## src/rtl/recplay_pkg.sv

```systemverilog
package recplay_pkg;
  typedef enum logic [2:0] {
    ST_IDLE  = 3'd0,
    ST_TRIG  = 3'd1,
    ST_WAIT  = 3'd2,
    ST_READ  = 3'd3,
    ST_STORE = 3'd4,
    ST_HOLD  = 3'd5
  } rec_st_e;
endpackage

```

## src/rtl/recplay_sync.sv

```systemverilog
module recplay_sync #(
  parameter int STAGES = 2
) (
  input  logic clk,
  input  logic rst_n,
  input  logic d_n,
  output logic fell
);
  localparam int MSB = STAGES - 1;

  logic [MSB:0] pipe;
  logic         last_q;

  generate
    if (STAGES == 1) begin : g_single
      always_ff @(posedge clk or negedge rst_n) begin
        if (!rst_n) pipe <= '1;
        else        pipe <= d_n;
      end
    end else begin : g_chain
      always_ff @(posedge clk or negedge rst_n) begin
        if (!rst_n) pipe <= '1;
        else        pipe <= {pipe[MSB-1:0], d_n};
      end
    end
  endgenerate

  always_ff @(posedge clk or negedge rst_n) begin
    if (!rst_n) last_q <= 1'b1;
    else        last_q <= pipe[MSB];
  end

  // one-cycle pulse on a synchronised high-to-low transition
  assign fell = last_q & ~pipe[MSB];
endmodule

```

## src/rtl/recplay_addr_ctr.sv

```systemverilog
module recplay_addr_ctr #(
  parameter int ADDR_W = 17
) (
  input  logic              clk,
  input  logic              rst_n,
  input  logic              step,
  output logic [ADDR_W-1:0] addr,
  output logic              tc
);
  localparam logic [ADDR_W-1:0] ADDR_LAST = '1;

  always_ff @(posedge clk or negedge rst_n) begin
    if (!rst_n)    addr <= '0;
    else if (step) addr <= addr + 1'b1;
  end

  // terminal count: advancing from the last location wraps to zero
  assign tc = step && (addr == ADDR_LAST);
endmodule

```

## src/rtl/recplay_rec_fsm.sv

```systemverilog
module recplay_rec_fsm
  import recplay_pkg::*;
#(
  parameter int WR_LOW_CYC = 5
) (
  input  logic clk,
  input  logic rst_n,
  input  logic run,
  input  logic done_fell,
  input  logic last,
  output logic sel_n,
  output logic rd_n,
  output logic start_n,
  output logic we_n,
  output logic step
);
  localparam int CW = $clog2(WR_LOW_CYC + 1);
  localparam logic [CW-1:0] TRIG_END = CW'(WR_LOW_CYC - 1);

  rec_st_e st, st_nx;
  logic [CW-1:0] cnt, cnt_nx;

  always_comb begin
    st_nx  = st;
    cnt_nx = cnt;
    unique case (st)
      ST_IDLE: begin
        cnt_nx = '0;
        if (run) st_nx = ST_TRIG;
      end
      ST_TRIG: begin
        cnt_nx = cnt + 1'b1;
        if (cnt == TRIG_END) st_nx = ST_WAIT;
      end
      ST_WAIT:  if (done_fell) st_nx = ST_READ;
      ST_READ:  st_nx = ST_STORE;
      ST_STORE: st_nx = ST_HOLD;
      ST_HOLD: begin
        cnt_nx = '0;
        st_nx  = last ? ST_IDLE : ST_TRIG;
      end
      default: st_nx = ST_IDLE;
    endcase
    if (!run && st != ST_HOLD) st_nx = ST_IDLE;
  end

  always_ff @(posedge clk or negedge rst_n) begin
    if (!rst_n) begin
      st  <= ST_IDLE;
      cnt <= '0;
    end else begin
      st  <= st_nx;
      cnt <= cnt_nx;
    end
  end

  assign sel_n   = (st == ST_IDLE);
  assign start_n = (st != ST_TRIG);
  assign rd_n    = !(st == ST_READ || st == ST_STORE || st == ST_HOLD);
  assign we_n    = (st != ST_STORE);
  assign step    = (st == ST_HOLD);
endmodule

```

## src/rtl/recplay_seq.sv

```systemverilog
module recplay_seq #(
  parameter int ADDR_W      = 17,
  parameter int WR_LOW_CYC  = 5,
  parameter int SYNC_STAGES = 2
) (
  input  logic              clk,
  input  logic              rst_n,
  input  logic              conv_done_n,
  output logic              conv_select_n,
  output logic              conv_read_n,
  output logic              conv_start_n,
  output logic              mem_en_n,
  output logic              mem_en,
  output logic              mem_out_en_n,
  output logic              mem_wr_en_n,
  output logic [ADDR_W-1:0] mem_addr
);
  logic armed;
  logic play;
  logic done_fell;
  logic rec_step;
  logic step;
  logic last;
  logic f_sel_n, f_rd_n, f_start_n, f_we_n;

  always_ff @(posedge clk or negedge rst_n) begin
    if (!rst_n) armed <= 1'b0;
    else        armed <= 1'b1;
  end

  always_ff @(posedge clk or negedge rst_n) begin
    if (!rst_n)    play <= 1'b0;
    else if (last) play <= ~play;
  end

  recplay_sync #(.STAGES(SYNC_STAGES)) u_sync (
    .clk   (clk),
    .rst_n (rst_n),
    .d_n   (conv_done_n),
    .fell  (done_fell)
  );

  recplay_rec_fsm #(.WR_LOW_CYC(WR_LOW_CYC)) u_fsm (
    .clk       (clk),
    .rst_n     (rst_n),
    .run       (armed & ~play),
    .done_fell (done_fell),
    .last      (last),
    .sel_n     (f_sel_n),
    .rd_n      (f_rd_n),
    .start_n   (f_start_n),
    .we_n      (f_we_n),
    .step      (rec_step)
  );

  assign step = play | rec_step;

  recplay_addr_ctr #(.ADDR_W(ADDR_W)) u_addr (
    .clk   (clk),
    .rst_n (rst_n),
    .step  (step),
    .addr  (mem_addr),
    .tc    (last)
  );

  // in playback the converter is deselected and its outputs float
  assign conv_select_n = f_sel_n   | play;
  assign conv_read_n   = f_rd_n    | play;
  assign conv_start_n  = f_start_n | play;
  assign mem_wr_en_n   = f_we_n    | play;
  assign mem_out_en_n  = ~play;
  assign mem_en_n      = ~armed;
  assign mem_en        = armed;
endmodule

```

## config.mk

```make
export PLATFORM = sky130hd
export DESIGN_NAME = recplay_seq
export DESIGN_NICKNAME = d
export VERILOG_FILES = /design/src/rtl/recplay_pkg.sv /design/src/rtl/recplay_sync.sv /design/src/rtl/recplay_addr_ctr.sv /design/src/rtl/recplay_rec_fsm.sv /design/src/rtl/recplay_seq.sv
export SDC_FILE = /design/constraint.sdc
export NUM_CORES = 1
export LEC_CHECK = 0
export BUFFER_PORTS_ARGS = -buffer_cell sky130_fd_sc_hd__buf_4
export CAP_MARGIN = 20
export CORE_UTILIZATION = 53
export DETAILED_ROUTE_END_ITERATION = 12
export PLACE_DENSITY = 0.74
export RECOVER_POWER = 25
export REMOVE_ABC_BUFFERS = 1
export SLEW_MARGIN = 20
export SYNTH_ARGS = -nofsm -noshare
export SYNTH_HDL_FRONTEND = slang
export SYNTH_SLANG_ARGS = --single-unit
```

## constraint.sdc

```tcl
create_clock -name clk -period 3.15 [get_ports clk]
set_input_delay 0.63 -clock clk [delete_from_list [all_inputs] [get_ports clk]]
set_output_delay 0.63 -clock clk [all_outputs]
set_load 0.02 [all_outputs]
```

Word-level counts from Yosys, hierarchy flattened

Cells that the tools add are included.

Memory bits (read-only): 0
Register bits after elaboration: 28
Memories kept: 0
Logic and storage cells: 49
Memory bits (writable): 0
Input port bits: 3
Output and inout port bits: 24
Latch bits: 0

Muxes and demuxes: 7
$mul: 0
Equality and inequality tests: 13
Divide/modulo/power cells: 0
$lt $le $gt $ge: 0
Add/sub/neg operators: 2
Shifts and indexed selects: 0
Reduce and logical (&&, ||, !) cells: 10
Bitwise gates (word level): 10

Operator list:

| kind                                                   | number |
|---|---|
| case mux 3 bit (6 select lines)                        | 1 |
| adder 17 x 1 -> 17 bit (second input constant)         | 1 |
| == test 17 bit (second input constant)                 | 1 |
| two-way mux 3 bit                                      | 4 |
| == test 3 bit (second input constant)                  | 3 |
| inequality test 3 x 1 -> 1 bit (second input constant) | 3 |
| == test 3 x 2 -> 1 bit (second input constant)         | 2 |
| inequality test 3 bit (second input constant)          | 2 |
| case mux 3 bit (2 select lines)                        | 1 |
| bitwise OR 1 bit                                       | 5 |
| adder 3 x 1 -> 3 bit (second input constant)           | 1 |
| == test 3 x 1 -> 1 bit (second input constant)         | 1 |
| logical NOT 3 bit                                      | 1 |
| inequality test 3 x 2 -> 1 bit (second input constant) | 1 |
| NOT 1 bit                                              | 3 |
| AND reduction 3 bit                                    | 1 |
| AND 1 bit                                              | 2 |
| logical AND 1 bit                                      | 2 |
| logical NOT 1 bit                                      | 2 |
| logical OR 1 bit                                       | 2 |
| nonzero test 2 bit                                     | 1 |
| OR reduction 2 bit                                     | 1 |
| two-way mux 1 bit                                      | 1 |

Logic depth before layout (Yosys ltp)

Depth in word-level cells: 6
Gate-level depth with buffers: 6
Depth with buffers taken out: 6

Hierarchy

Synthesis repeated with hierarchy kept, for this count alone.

Cell total of the unflattened synthesis: 119
Area, all modules: 1,353.8 um2

Modules (own cells, without submodules):

| module           | area an instance (um2) | sequential area each (um2) | cells an instance | instances |
|---|---|---|---|---|
| recplay_addr_ctr | 788.3                  | 425.4                      | 62                | 1 |
| recplay_rec_fsm  | 365.4                  | 150.1                      | 41                | 1 |
| recplay_seq      | 107.6                  | 50.0                       | 12                | 1 |
| recplay_sync     | 92.6                   | 78.8                       | 4                 | 1 |

Least setup slack after synthesis

Ideal clock, no wire load.

Path type: reg2out
From: register u_fsm.st[1]
To: output mem_wr_en_n
Data required time: 2,520 ps
Arrival time: 1,111 ps
Stages on the path, launching flop included: 4
Buffers on the path: 1
Setup slack: 1,409 ps
Cell sequence: dfrtp_1 > buf_2 > nand2b_1 > or3_1

Cells in the longest elaborated chain, start to end: 2

Ends and longest elaborated chain:

| item                     | line                  | source |
|---|---|---|
| start: declaration       | recplay_rec_fsm.sv:20 | `rec_st_e st, st_nx;` |
| start signal: assignment | recplay_rec_fsm.sv:52 | `st <= st_nx;` |
| inequality test 3 bit    | recplay_rec_fsm.sv:60 | `assign we_n = (st != ST_STORE);` |
| bitwise OR 1 bit         | recplay_seq.sv:70     | `assign mem_wr_en_n = f_we_n \| play;` |
| end: declaration         | recplay_seq.sv:15     | `output logic mem_wr_en_n,` |

Every way passes these cells.

Worst setup path after layout

Ends and elaborated chain as after synthesis.

==> flow_summary.toml <==
[outcome]
outcome = "finished clean"

[final_layout]
multi_input_area_sq_um = 604
layout_commonest_cell = "dfrtp_1"
final_cell_mix = "dfrtp_1 (25), buf_4 (24), nand2_1 (17)"
register_area_sq_um = 704
final_core_util_pct = 69.1
design_area_sq_um = 1600
syn2layout_area_growth_pct = 17.9
layout-drive-gt1-share_pct = 27.6
nets = 164
fill_cells = 182
n_antenna_cell = 0

[synth]
syn-instance-count = 129
synth_mux_area_share_pct = 0.737
ys_seq_elements = 28
ys_seq_area_share_pct = 51.8
synthAdderAreaFrac_pct = 3.68
yosys.area_share.simple_pct = 22.7
yosys-top-cells-area = "dfrtp_1 (46%), dfstp_2 (5.8%), xor2_1 (5.8%)"
syn_area_sq_um = 1360
synth_top_area_share_pct = 46.0
syn-mean-instance-area_sq_um = 10.5
synth-edff-count = 0
yosysWarnings = 0
synth_top_family_by_area = "simple AND/OR/NAND/NOR gates"
yosys.area.top_type = "dfrtp_1"
synth.distinct_cells = 34
synthXorXnorAreaFrac_pct = 9.67
synth_ff_type = "dfrtp_1"
synth_compound_area_share_pct = 7.37
async_flop_share_pct = 100

[die]
initial_core_util_pct = 58.6
die_h_um = 52.6
dieArea_sq_um = 2770
rows = 17
die_w_um = 52.6
io_pins = 27
core_area_sq_um = 2320

[global_route]
grt_pass1_vias = 956
grt_max_degree = 29
grt_overflow = 0
grt_first_pass_wirelength_um = 4350
antenna_found_initial = 0
grt.total_usage_pct = 21.6

[pwr]
power_switching_w = 0.000148
p_leak_nw = 0.786
intPower_w = 0.000464
clockPowerShare_pct = 28.2
pwr-share-seq_pct = 62.8
combPwrFrac_pct = 9.0
switching_share_pct = 24.2
power_density_nw_per_um2 = 382
ir_drop_mv = 0.357

[clock_network]
hold_buffers = 0
clk_pin_slew_ps = 150
clkSinkCount = 28
cts_buffers = 3
root_buffer = "clkbuf_4"
postCtsSetupRepairBufs = 0
ctsLongestPathBuffers = 2
clock_latency_ps = 310
cts.repair.resized = 0
cts_tree = "built"
cts_htree_levels = 1

[sta]
fin_crit_ps = 2230
finalSetupViolCount = 0
hold_viol = 0
fin_skew_ps = 3.97
timing.final.crit_share_pct = 70.8
relSlewSlack_pct = 1.94
finalMaxSlewViolations = 0
max_freq_ghz = 0.448
rsz0062_at_grt = "no"
worst_pin_slew_ps = 1470
finalSetupTns_ps = 0

[critical_path]
cp_data_arrival_time_ps = 1600
end_kind = "primary output"
crit_path_start_kind = "flip-flop"
crit_fanout = 11
crit_required_ps = 2520
path_class = "flip-flop to primary output"
reg2reg_slack_ps = 1610

[place]
numPortBuffers = 26
postPlaceCellArea_sq_um = 1570
dpl.hpwl_um = 1920
place_congestion = 0.754

[detailed_routing]
drtPass1Iterations = 4
routedWlPerCell_um = 13.9
vias = 1001
drtIter0Drc = 22
ant_nets = 0
vias_per_cell = 5.44
drc = 0
drt-total-wl_um = 2560

[flow_run]
cap_violations = 0

[worst_hold_path]
hold_path_class = "flip-flop to flip-flop"
[Yosys cell counts, types with 4 or more instances]
cell and instances:
dfrtp_1 25, nand2_1 17, nor2_1 9, xor2_1 9, inv_1 7, nand3_1 6
xnor2_1 6, nor3_2 5, ha_1 4, nand4_1 4, nor3_1 4
[area by class of cell]
class / count / area share, %
repair buffers: 26 / 12.0
multi-input cells: 90 / 37.7
inverters: 8 / 1.87
clock buffers: 4 / 2.27
well taps: 28 / 2.19
flip-flops and latches: 28 / 44.0
[metrics by stage]
stage	power, W	hold slack [ps]	setup slack [ps]	std cells
after global routing	0.000640	374	833	184
after floorplan	0.000421	334	1440	126
after CTS	0.000616	212	934	184
after detailed placement	0.000447	347	1290	180
after global placement	0.000444	345	1360	180
final	0.000612	367	919	184
[power groups by stage]
stage | clock network, W | logic, W | registers, W
floorplan | 0 | 0.0000280 | 0.000393
global placement | 0 | 0.0000539 | 0.000391
detailed placement | 0 | 0.0000562 | 0.000391
CTS | 0.000175 | 0.0000564 | 0.000384
global route | 0.000190 | 0.0000629 | 0.000387
finish | 0.000172 | 0.0000553 | 0.000385
[metal layers]
layer / routed length (um) / vias to the layer above / part of all wire [%] / global-route usage, %
li1: - / 494 / - / -
met1: 1290 / 482 / 51 / 31.2
met2: 1160 / 23 / 45 / 33.5
met3: 88 / 2 / 3.4 / 3.77
met4: 17 / 0 / 0.66 / 5.26
met5: 0 / - / 0 / 0
[cell families after synthesis]
| kind of cell | after synthesis |
|---|---|
| AOI/OAI and AO/OA | 13 |
| xor gates and xnor gates | 15 |
| adders and majority gates | 4 |
| buffers and inverters | 11 |
| DFF | 28 |
| muxes | 1 |
| other | 1 |
| and+or+nand+nor | 56 |
[critical path: stages, from the launching register on]
cell and delay, ps:
dfrtp_1 520, nand2b_1 270, or3_1 330, buf_4 160
[path summary, 6_finish.rpt]
path                       depth (start not counted)            from         endpoint
max                                                3     u_fsm.st[1]      mem_wr_en_n
min reg2reg                                        0  u_sync.pipe[0]   u_sync.pipe[1]
min in group asynchronous                          1           rst_n      u_fsm.st[2]
max reg2reg                                        4     u_fsm.st[1]   u_addr.addr[5]
max in group asynchronous                          1           rst_n  u_addr.addr[11]
min                                                0  u_sync.pipe[0]   u_sync.pipe[1]
[flip-flops by register name, indices dropped and copies added, names as in the netlist]
register and flops:
u_addr.addr 17, u_fsm.cnt 3, u_fsm.st 3, u_sync.pipe 2
mem_en 1, play 1, u_sync.last_q 1
No activity file was read; power rests on OpenSTA's default activity.
